$ cat src/rtl/dcfg_pkg.sv
package dcfg_pkg;

  localparam int CFG_W    = 32;
  localparam int ID_LSB   = 8;
  localparam int ID_W     = 6;
  localparam int ID_VALUE = 6'h1f;
  localparam int OPEN_BIT = 7;
  localparam int SEL_W    = 2;

  typedef enum logic [1:0] {
    BRD_MUXED  = 2'd0,
    BRD_PLAIN  = 2'd1,
    BRD_NARROW = 2'd2,
    BRD_ABSENT = 2'd3
  } board_e;

  // Positions of the fixed panel identifier.
  function automatic logic [CFG_W-1:0] id_field_mask();
    logic [CFG_W-1:0] m;
    m = '0;
    for (int i = ID_LSB; i < ID_LSB + ID_W; i++) m[i] = 1'b1;
    return m;
  endfunction

  // Bits a bus write may change for a given variant.
  function automatic logic [CFG_W-1:0] write_mask(board_e b);
    logic [CFG_W-1:0] m;
    case (b)
      BRD_MUXED, BRD_PLAIN: m = ~id_field_mask();
      BRD_NARROW: begin
        m = '0;
        m[OPEN_BIT] = 1'b1;
      end
      default: m = '0;
    endcase
    return m;
  endfunction

  function automatic logic [CFG_W-1:0] reset_word(board_e b);
    logic [CFG_W-1:0] w;
    w = '0;
    if (b != BRD_ABSENT) w[ID_LSB +: ID_W] = ID_W'(ID_VALUE);
    return w;
  endfunction

  function automatic logic drives_select(board_e b);
    return b == BRD_MUXED;
  endfunction

endpackage

$ cat src/rtl/dcfg_addr_dec.sv
module dcfg_addr_dec #(
  parameter int ADDR_W     = 12,
  parameter int REG_OFFSET = 'h50
) (
  input  logic [ADDR_W-1:0] addr,
  output logic              hit
);
  localparam logic [ADDR_W-1:0] OFFS = ADDR_W'(REG_OFFSET);

  // Word-aligned decode: the two byte-lane bits are ignored.
  assign hit = (addr[ADDR_W-1:2] == OFFS[ADDR_W-1:2]);
endmodule

$ cat src/rtl/dcfg_word_reg.sv
module dcfg_word_reg #(
  parameter int W = 32
) (
  input  logic         clk,
  input  logic         rst_n,
  input  logic [W-1:0] rst_word,
  input  logic         wr_en,
  input  logic [W-1:0] wmask,
  input  logic [W-1:0] wdata,
  output logic [W-1:0] q
);
  for (genvar i = 0; i < W; i++) begin : g_bit
    logic bit_q;
    always_ff @(posedge clk) begin
      if (!rst_n)                 bit_q <= rst_word[i];
      else if (wr_en && wmask[i]) bit_q <= wdata[i];
    end
    assign q[i] = bit_q;
  end
endmodule

$ cat src/rtl/dcfg_sel_drv.sv
module dcfg_sel_drv #(
  parameter int SW = 2
) (
  input  logic          clk,
  input  logic          rst_n,
  input  logic          load,
  input  logic [SW-1:0] value,
  output logic [SW-1:0] sel
);
  always_ff @(posedge clk) begin
    if (!rst_n)    sel <= '0;
    else if (load) sel <= value;
  end
endmodule

$ cat src/rtl/disp_cfg_reg.sv
module disp_cfg_reg
  import dcfg_pkg::*;
#(
  parameter int ADDR_W     = 12,
  parameter int REG_OFFSET = 'h50
) (
  input  logic              clk,
  input  logic              rst_n,
  input  logic [1:0]        variant_sel,
  input  logic [ADDR_W-1:0] bus_addr,
  input  logic              bus_we,
  input  logic [CFG_W-1:0]  bus_wdata,
  output logic [CFG_W-1:0]  bus_rdata,
  output logic [SEL_W-1:0]  mux_sel
);
  board_e           board;
  logic             addr_hit;
  logic             wr_hit;
  logic             sel_load;
  logic [CFG_W-1:0] cfg_q;
  logic [CFG_W-1:0] cur_mask;
  logic [CFG_W-1:0] cur_rst;

  assign board    = board_e'(variant_sel);
  assign cur_mask = write_mask(board);
  assign cur_rst  = reset_word(board);

  dcfg_addr_dec #(.ADDR_W(ADDR_W), .REG_OFFSET(REG_OFFSET)) u_dec (
    .addr (bus_addr),
    .hit  (addr_hit)
  );

  assign wr_hit   = bus_we && addr_hit;
  assign sel_load = wr_hit && drives_select(board);

  dcfg_word_reg #(.W(CFG_W)) u_word (
    .clk      (clk),
    .rst_n    (rst_n),
    .rst_word (cur_rst),
    .wr_en    (wr_hit),
    .wmask    (cur_mask),
    .wdata    (bus_wdata),
    .q        (cfg_q)
  );

  dcfg_sel_drv #(.SW(SEL_W)) u_sel (
    .clk   (clk),
    .rst_n (rst_n),
    .load  (sel_load),
    .value (bus_wdata[SEL_W-1:0]),
    .sel   (mux_sel)
  );

  assign bus_rdata = (addr_hit && board != BRD_ABSENT) ? cfg_q : '0;
endmodule

$ cat config.mk
export PLATFORM = sky130hd
export DESIGN_NAME = disp_cfg_reg
export DESIGN_NICKNAME = d
export VERILOG_FILES = /design/src/rtl/dcfg_pkg.sv /design/src/rtl/dcfg_addr_dec.sv /design/src/rtl/dcfg_word_reg.sv /design/src/rtl/dcfg_sel_drv.sv /design/src/rtl/disp_cfg_reg.sv
export SDC_FILE = /design/constraint.sdc
export NUM_CORES = 1
export LEC_CHECK = 0
export ABC_AREA = 0
export BUFFER_PORTS_ARGS = -buffer_cell sky130_fd_sc_hd__buf_2
export CAP_MARGIN = 20
export CORE_AREA = 10 10 75 77
export DETAILED_ROUTE_END_ITERATION = 16
export DIE_AREA = 0 0 85 87
export PLACE_DENSITY = 0.74
export SLEW_MARGIN = 20
export SYNTH_ARGS = -nofsm -noshare
export SYNTH_HDL_FRONTEND = slang
export SYNTH_SLANG_ARGS = --single-unit
$ cat constraint.sdc
create_clock -name clk -period 1.9 [get_ports clk]
set_clock_uncertainty 0.15 [all_clocks]
set_input_delay 0.095 -clock clk [delete_from_list [all_inputs] [get_ports clk]]
set_output_delay 0.095 -clock clk [all_outputs]
set_load 0.02 [all_outputs]
==> results.tsv, run 1 <==
stage	metric	value	unit
outcome	outcome	finished with violations	
outcome	failed_checks	negative setup slack	
synth	synth-xor-area-share	0	%
critical_path	path_class	in2out	
power_and_ir_drop	p_leak	1.25	nW
critical_path	path_cells	buf_6, or4b_4, a2111oi_4, buf_4, clkbuf_16, and2_4, buf_6	
global_route	grt_pass1_vias	1826	
global_route	grt_overflow	0	
synth	synth_nets	234	
clock_tree	clkTransAtPathRegs	0.06	ns
finish	fin_util	68.2	%
clock_tree	cts_max_level	2	
clock_tree	root_buffer	clkbuf_8	
worst_hold_path	hold_path.class	in2reg	
global_route	grtUsageTotal	13.8	%
finish	fin_area	0.00289	mm2
finish	fin_nets	349	
sta	finalCriticalPeriod	1.99	ns
routing	firstDrtPassIters	4	
placed_design	dp.final_hpwl	3.12	mm
clock_tree	cts_tree	yes	
critical_path	startpoint_type	input port	
routing	drt-initial-drc-count	72	
die	start_util	39.5	%
routing	wirelength	5.34	mm
sta	finalHoldViolCount	0	
clock_tree	clk-insertion-delay-late	0.27	ns
synth	syn_area_per_cell	9.05	um2
routing	ant_nets	0	
synth	ys_seq_area_share	44.2	%
finish	drive_gt1_share	45.3	%
sta	relSlewSlack	77.3	%
critical_path	crit_path_end_kind	output pin	
die	rows	24	
critical_path	crit_buf_inv	4	
sta	final.setup.worst_slack	-0.0919	ns
clock_tree	cts_buffers	5	
power_and_ir_drop	ir_drop	0.286	mV
sta	rsz0062_at_grt	true	
routing	vias	1670	
sta	min_period_over_period	105	%
critical_path	crit_top_cell	buf_6	
placed_design	globalplace.congestion	0.708	
synth	muxShareOfSynthArea	16.7	%
sta	clock.fmax	0.502	GHz
placed_design	io_buffers	80	
sta	slew_violations	0	
finish	mostFrequentLayoutCells	nand2_1 (54), buf_2 (46), buf_6 (35), and2_4 (32)	
sta	tightest_slew	0.341	ns
global_route	grt_pass1_wl	8.33	mm
critical_path	crit_arrival	1.75	ns
synth	synthAdderAreaFrac	0	%
routing	drc	0	
routing	vias_per_cell	4.73	
placed_design	placed_cell_area	0.00219	mm2
clock_tree	clockBufferDepth	2	
routing	wl_per_cell	15.1	um
job	drv_cap	0	
global_route	grt_max_degree	37	
synth	yosys_warnings	0	
synth	synthCells	185	
sta	setup_viol	32	
clock_tree	cts_sinks	34	
critical_path	slowest_delay	0.54	ns
synth	synth_cell_types	19	
die	core_area	0.00423	mm2
finish	layout_commonest_cell	nand2_1	
synth	synth_edf_count	6	
critical_path	cp.required	1.65	ns
synth	synth_seq_cells	34	
critical_path	cp_top_family	simple AND/OR/NAND/NOR gates	
global_route	antenna_found_initial	0	
die	io_pins	83	
synth	synth_ff_type	dfxtp_1	
synth	synth_top_family_by_area	simple AND/OR/NAND/NOR gates	
finish	syn2layout_area_growth	72.4	%
synth	syn-cell-area	0.00167	mm2
die	die_h	87	um
die	die_area	0.00740	mm2
power_and_ir_drop	p_per_area	482	mW/mm2
die	die_w	85	um
critical_path	cpMaxStageDelayCell	or4b_4	
critical_path	crit_path_max_fanout	8	
synth	async_flop_share	0	%
synth	synth_simple_gate_area_share	30.3	%
synth	synth-compound-area-share	3.74	%
sta	worst_hold_slack	0.00934	ns
finish	fillCellCount	335	
## state kept, by name, indices dropped and copies added, names as in the netlist
register            flops
u_word.g_bit.bit_q     32
u_sel.sel               2
## cells in the mapped netlist (all sizes together), types with 2 or more instances
| master | number | area (um2) |
|---|---|---|
| edfxtp | 6 | 180 |
| buf | 2 | 22.5 |
| dfxtp | 28 | 561 |
| or4b | 2 | 20.0 |
| inv | 6 | 22.5 |
| and2 | 33 | 206 |
| a21oi | 5 | 25.0 |
| clkbuf | 10 | 37.5 |
| nand2b | 3 | 18.8 |
| mux2i | 28 | 280 |
| nor4 | 3 | 33.8 |
| nand2 | 54 | 203 |
## stage by stage
stage	total power [W]	instances	setup slack (ns)	setup TNS, ns
floorplan	0.000815	185	0.0218	0
CTS	0.00141	349	-0.0715	-1.64
global route	0.00145	352	-0.154	-3.46
detailed placement	0.000876	311	-0.180	-5.47
global placement	0.000873	311	-0.169	-4.89
finish	0.00139	353	-0.0919	-1.55
## worst register-to-register path, delay by kind of cell (launching register included)
family | cells | cell delay (ns)
and+or+nand+nor | 1 | 0.06
DFF | 1 | 0.36
muxes | 1 | 0.13
## worst paths after layout
check                                        to                          startpoint  slack, ns  cells past startpoint
max reg2reg  u_word.g_bit[7].bit_q$_SDFFE_PN0P_  u_word.g_bit[7].bit_q$_SDFFE_PN0P_       1.13                      2
min             u_word.g_bit[9].bit_q$_DFFE_PN_                        bus_wdata[9]      0.009                      3
min reg2reg           u_sel.sel[1]$_SDFFE_PN0P_           u_sel.sel[1]$_SDFFE_PN0P_       0.31                      2
max                                bus_rdata[7]                         bus_addr[7]      -0.09                      7
## area by class of cell
type | count | area (um2) | area share (%)
multi-input cells | 133 | 935 | 32.4
clock buffers | 7 | 76.3 | 2.64
inverters | 6 | 22.5 | 0.780
diodes | 1 | 2.50 | 0.0867
repair buffers | 120 | 1040 | 36.2
well taps | 52 | 65.1 | 2.25
flip-flops and latches | 34 | 741 | 25.7
## repair_timing
item,CTS,global route
buffers inserted,2,2
gates cloned,2,1
hold endpoints to repair,29,0
hold buffers,27,0
resized for setup,83,17
setup endpoints to repair,32,32
pin swaps,18,12
## per-layer routing
layer / track usage, % / vias up / wire length [um]
li1: - / 831 / -
met1: 12.1 / 768 / 1900
met2: 26.2 / 56 / 2900
met3: 6.37 / 15 / 403
met4: 6.14 / 0 / 136
met5: 0 / - / 0
## kinds of logic after synthesis
logic type,count (synthesis)
muxes,28
and+or+nand+nor,98
AOI/OAI and AO/OA,7
DFF,34
buffers and inverters,18
## report_power, final
part / switching, W / internal [W] / total, W
sequential: 0.00000312 / 0.000747 / 0.000750
combinational: 0.0000683 / 0.0000963 / 0.000165
clock: 0.000226 / 0.000252 / 0.000477
total: 0.000297 / 0.00109 / 0.00139
Power figures use the tool's default switching activity.
==> inputs of run 2 (changes only) <==
CELL_PAD_IN_SITES_DETAIL_PLACEMENT = 0   (was unset)
CELL_PAD_IN_SITES_GLOBAL_PLACEMENT = 1   (was unset)
CORE_AREA = 10 10 87 89   (was 10 10 75 77)
DIE_AREA = 0 0 97 99   (was 0 0 85 87)
PLACE_DENSITY = unset   (was 0.74)
PLACE_DENSITY_LB_ADDON = 0.1   (was unset)
==> run 2 against run 1 <==
  * The flow still finishes with violations (negative setup slack)
  * Power rose by 1.7%
  * First-iteration DRC count fell by 57%
  * Maximum frequency rose by 4.8%
  * Combinational power barely moved
  * Die area rose by 30%
  * Clock power rose by 5.5%
  * Largest cell class unchanged
  * Non-clock buffer count rose by 2
  * Cell area rose by 1.0%
  * Critical path type unchanged
==> results.tsv, run 2 (synthesis results as in run 1) <==
stage	metric	value	unit
critical_path	r2r_end	u_word.g_bit[23].bit_q$_SDFFE_PN0P_	
routing	vias	1608	
critical_path	slowest_delay	0.53	ns
placed_design	dp.final_hpwl	3.60	mm
sta	tightest_slew	0.329	ns
clock_tree	cts_buffers	5	
critical_path	timing.reg2reg.setup_slack	1.15	ns
finish	fin_nets	351	
clock_tree	clockBufferDepth	2	
sta	finalHoldViolCount	0	
sta	relSlewSlack	78.1	%
critical_path	endpoint	bus_rdata[1]	
sta	finalCriticalPeriod	1.90	ns
sta	setup_viol	2	
die	core_area	0.00585	mm2
placed_design	globalplace.congestion	0.656	
clock_tree	root_buffer	clkbuf_8	
clock_tree	cts_tree	yes	
finish	fillCellCount	561	
critical_path	crit_buf_inv	4	
finish	regMostFlops	u_word.g_bit.bit_q	
finish	largest_register_ffs	32	
critical_path	path_class	in2out	
global_route	antenna_found_initial	0	
critical_path	worstRegToRegCells	2	
finish	antenna_cells	0	
die	die_area	0.00960	mm2
global_route	grt_overflow	0	
sta	worst_hold_slack	0.00602	ns
critical_path	cp.required	1.65	ns
critical_path	critPathLaunch	bus_addr[7]	
outcome	outcome	finished with violations	
finish	final-seq-area	741	um2
critical_path	cp_top_family	simple AND/OR/NAND/NOR gates	
finish	multi_input_area	935	um2
finish	drive_gt1_share	45.2	%
critical_path	cp.depth	7	
critical_path	crit_path_max_fanout	5	
critical_path	timing.rr.start	u_word.g_bit[23].bit_q$_SDFFE_PN0P_	
clock_tree	clk-insertion-delay-late	0.27	ns
power_and_ir_drop	p_leak	1.26	nW
die	die_h	99	um
critical_path	startpoint_type	input port	
critical_path	path_cells	buf_6, or4b_4, a2111oi_4, buf_6, buf_6, and2_4, buf_6	
placed_design	io_buffers	80	
finish	syn2layout_area_growth	74.2	%
sta	clock.fmax	0.526	GHz
job	drv_cap	0	
clock_tree	cts_sinks	34	
critical_path	crit_top_cell	buf_6	
global_route	grt_pass1_vias	1817	
critical_path	crit_arrival	1.66	ns
routing	drt-initial-drc-count	31	
routing	wl_per_cell	14.0	um
die	io_pins	83	
global_route	grt_max_degree	35	
power_and_ir_drop	fin_total_pwr	0.00142	W
routing	vias_per_cell	4.25	
outcome	failed_checks	negative setup slack	
clock_tree	clkTransAtPathRegs	0.07	ns
die	die_w	97	um
critical_path	cpMaxStageDelayCell	or4b_4	
die	start_util	28.6	%
sta	fin_setup_tns	-0.00116	ns
routing	drc	0	
worst_hold_path	hold_path.class	in2reg	
global_route	grtUsageTotal	11.1	%
critical_path	crit_path_end_kind	output pin	
finish	mostFrequentLayoutCells	nand2_1 (54), buf_2 (46), buf_6 (37), and2_4 (32)	
clock_tree	cts_max_level	2	
routing	wirelength	5.28	mm
sta	min_period_over_period	100	%
finish	reg_top3	u_word.g_bit.bit_q: 32 flops, u_sel.sel: 2 flops	
routing	firstDrtPassIters	4	
global_route	grt_pass1_wl	8.84	mm
sta	rsz0062_at_grt	true	
finish	layout_commonest_cell	nand2_1	
sta	slew_violations	0	
sta	final.setup.worst_slack	-0.000832	ns
die	rows	28	
routing	ant_nets	0	
power_and_ir_drop	p_per_area	485	mW/mm2
power_and_ir_drop	ir_drop	0.428	mV
-- run 2: cell count changes in the layout (fill, tap and decap cells not counted), moves of 2 or more --
cell,before,now
buf_6,35,37
clkbuf_16,2,0
buf_12,2,0
buf_8,0,2
-- run 2: power by group --
part	internal, W	switching [W]
logic	0.0000963	0.0000672
registers	0.000746	0.00000296
clock network	0.000260	0.000243
-- run 2: per-stage QoR --
| step | utilization [%] | cell area (um2) | instances | worst slack, ns |
|---|---|---|---|---|
| floorplan | - | 1710 | 185 | 0.0218 |
| finish | 49.9 | 2920 | 378 | -0.000832 |
| global placement | 37.8 | 2210 | 337 | -0.193 |
| detailed placement | 37.8 | 2210 | 337 | -0.225 |
| global route | 49.9 | 2920 | 378 | -0.0611 |
| CTS | 49.3 | 2890 | 378 | -0.0214 |
-- run 2: worst register-to-register path: cells and delay by family (launching register included) --
family	cells	cell delay (ns)
AND/OR/NAND/NOR	1	0.07
multiplexers	1	0.13
flip-flops	1	0.34
-- run 2: layer usage --
layer / part of all wire [%] / GRT usage, % / routed length, um
met1: 42 / 11.6 / 2210
met2: 50 / 20.1 / 2650
met3: 6.9 / 4.26 / 366
met4: 0.87 / 3.41 / 46
met5: 0 / 0 / 0
-- run 2: final cells by class --
cell class,instances,area share (%)
multi-input cells,133,32.0
flip-flops and latches,34,25.4
clock buffers,8,2.75
inverters,6,0.772
well taps,75,3.22
repair buffers,122,35.8
-- run 2: worst min path at each step --
stage          cells past startpoint                                   to  slack [ns]           from
6_report                           3            u_sel.sel[0]$_SDFFE_PN0P_       0.006   bus_wdata[0]
5_1_grt                            3     u_word.g_bit[11].bit_q$_DFFE_PN_       0.006  bus_wdata[11]
4_1_cts                            3     u_word.g_bit[10].bit_q$_DFFE_PN_       0.005  bus_wdata[10]
3_5_place_dp                       3  u_word.g_bit[30].bit_q$_SDFFE_PN0P_        0.20  bus_wdata[30]
3_3_place_gp                       3  u_word.g_bit[29].bit_q$_SDFFE_PN0P_        0.20  bus_wdata[29]
2_1_floorplan                      2  u_word.g_bit[28].bit_q$_SDFFE_PN0P_        0.09  bus_wdata[28]
-- run 2: what timing repair did --
action,in CTS,in global routing
hold endpoints to repair,29,0
hold buffers,28,0
setup buffers,2,0
pin swaps,11,24
gates resized for setup,90,19
setup endpoints to repair,32,32
cloned,3,0
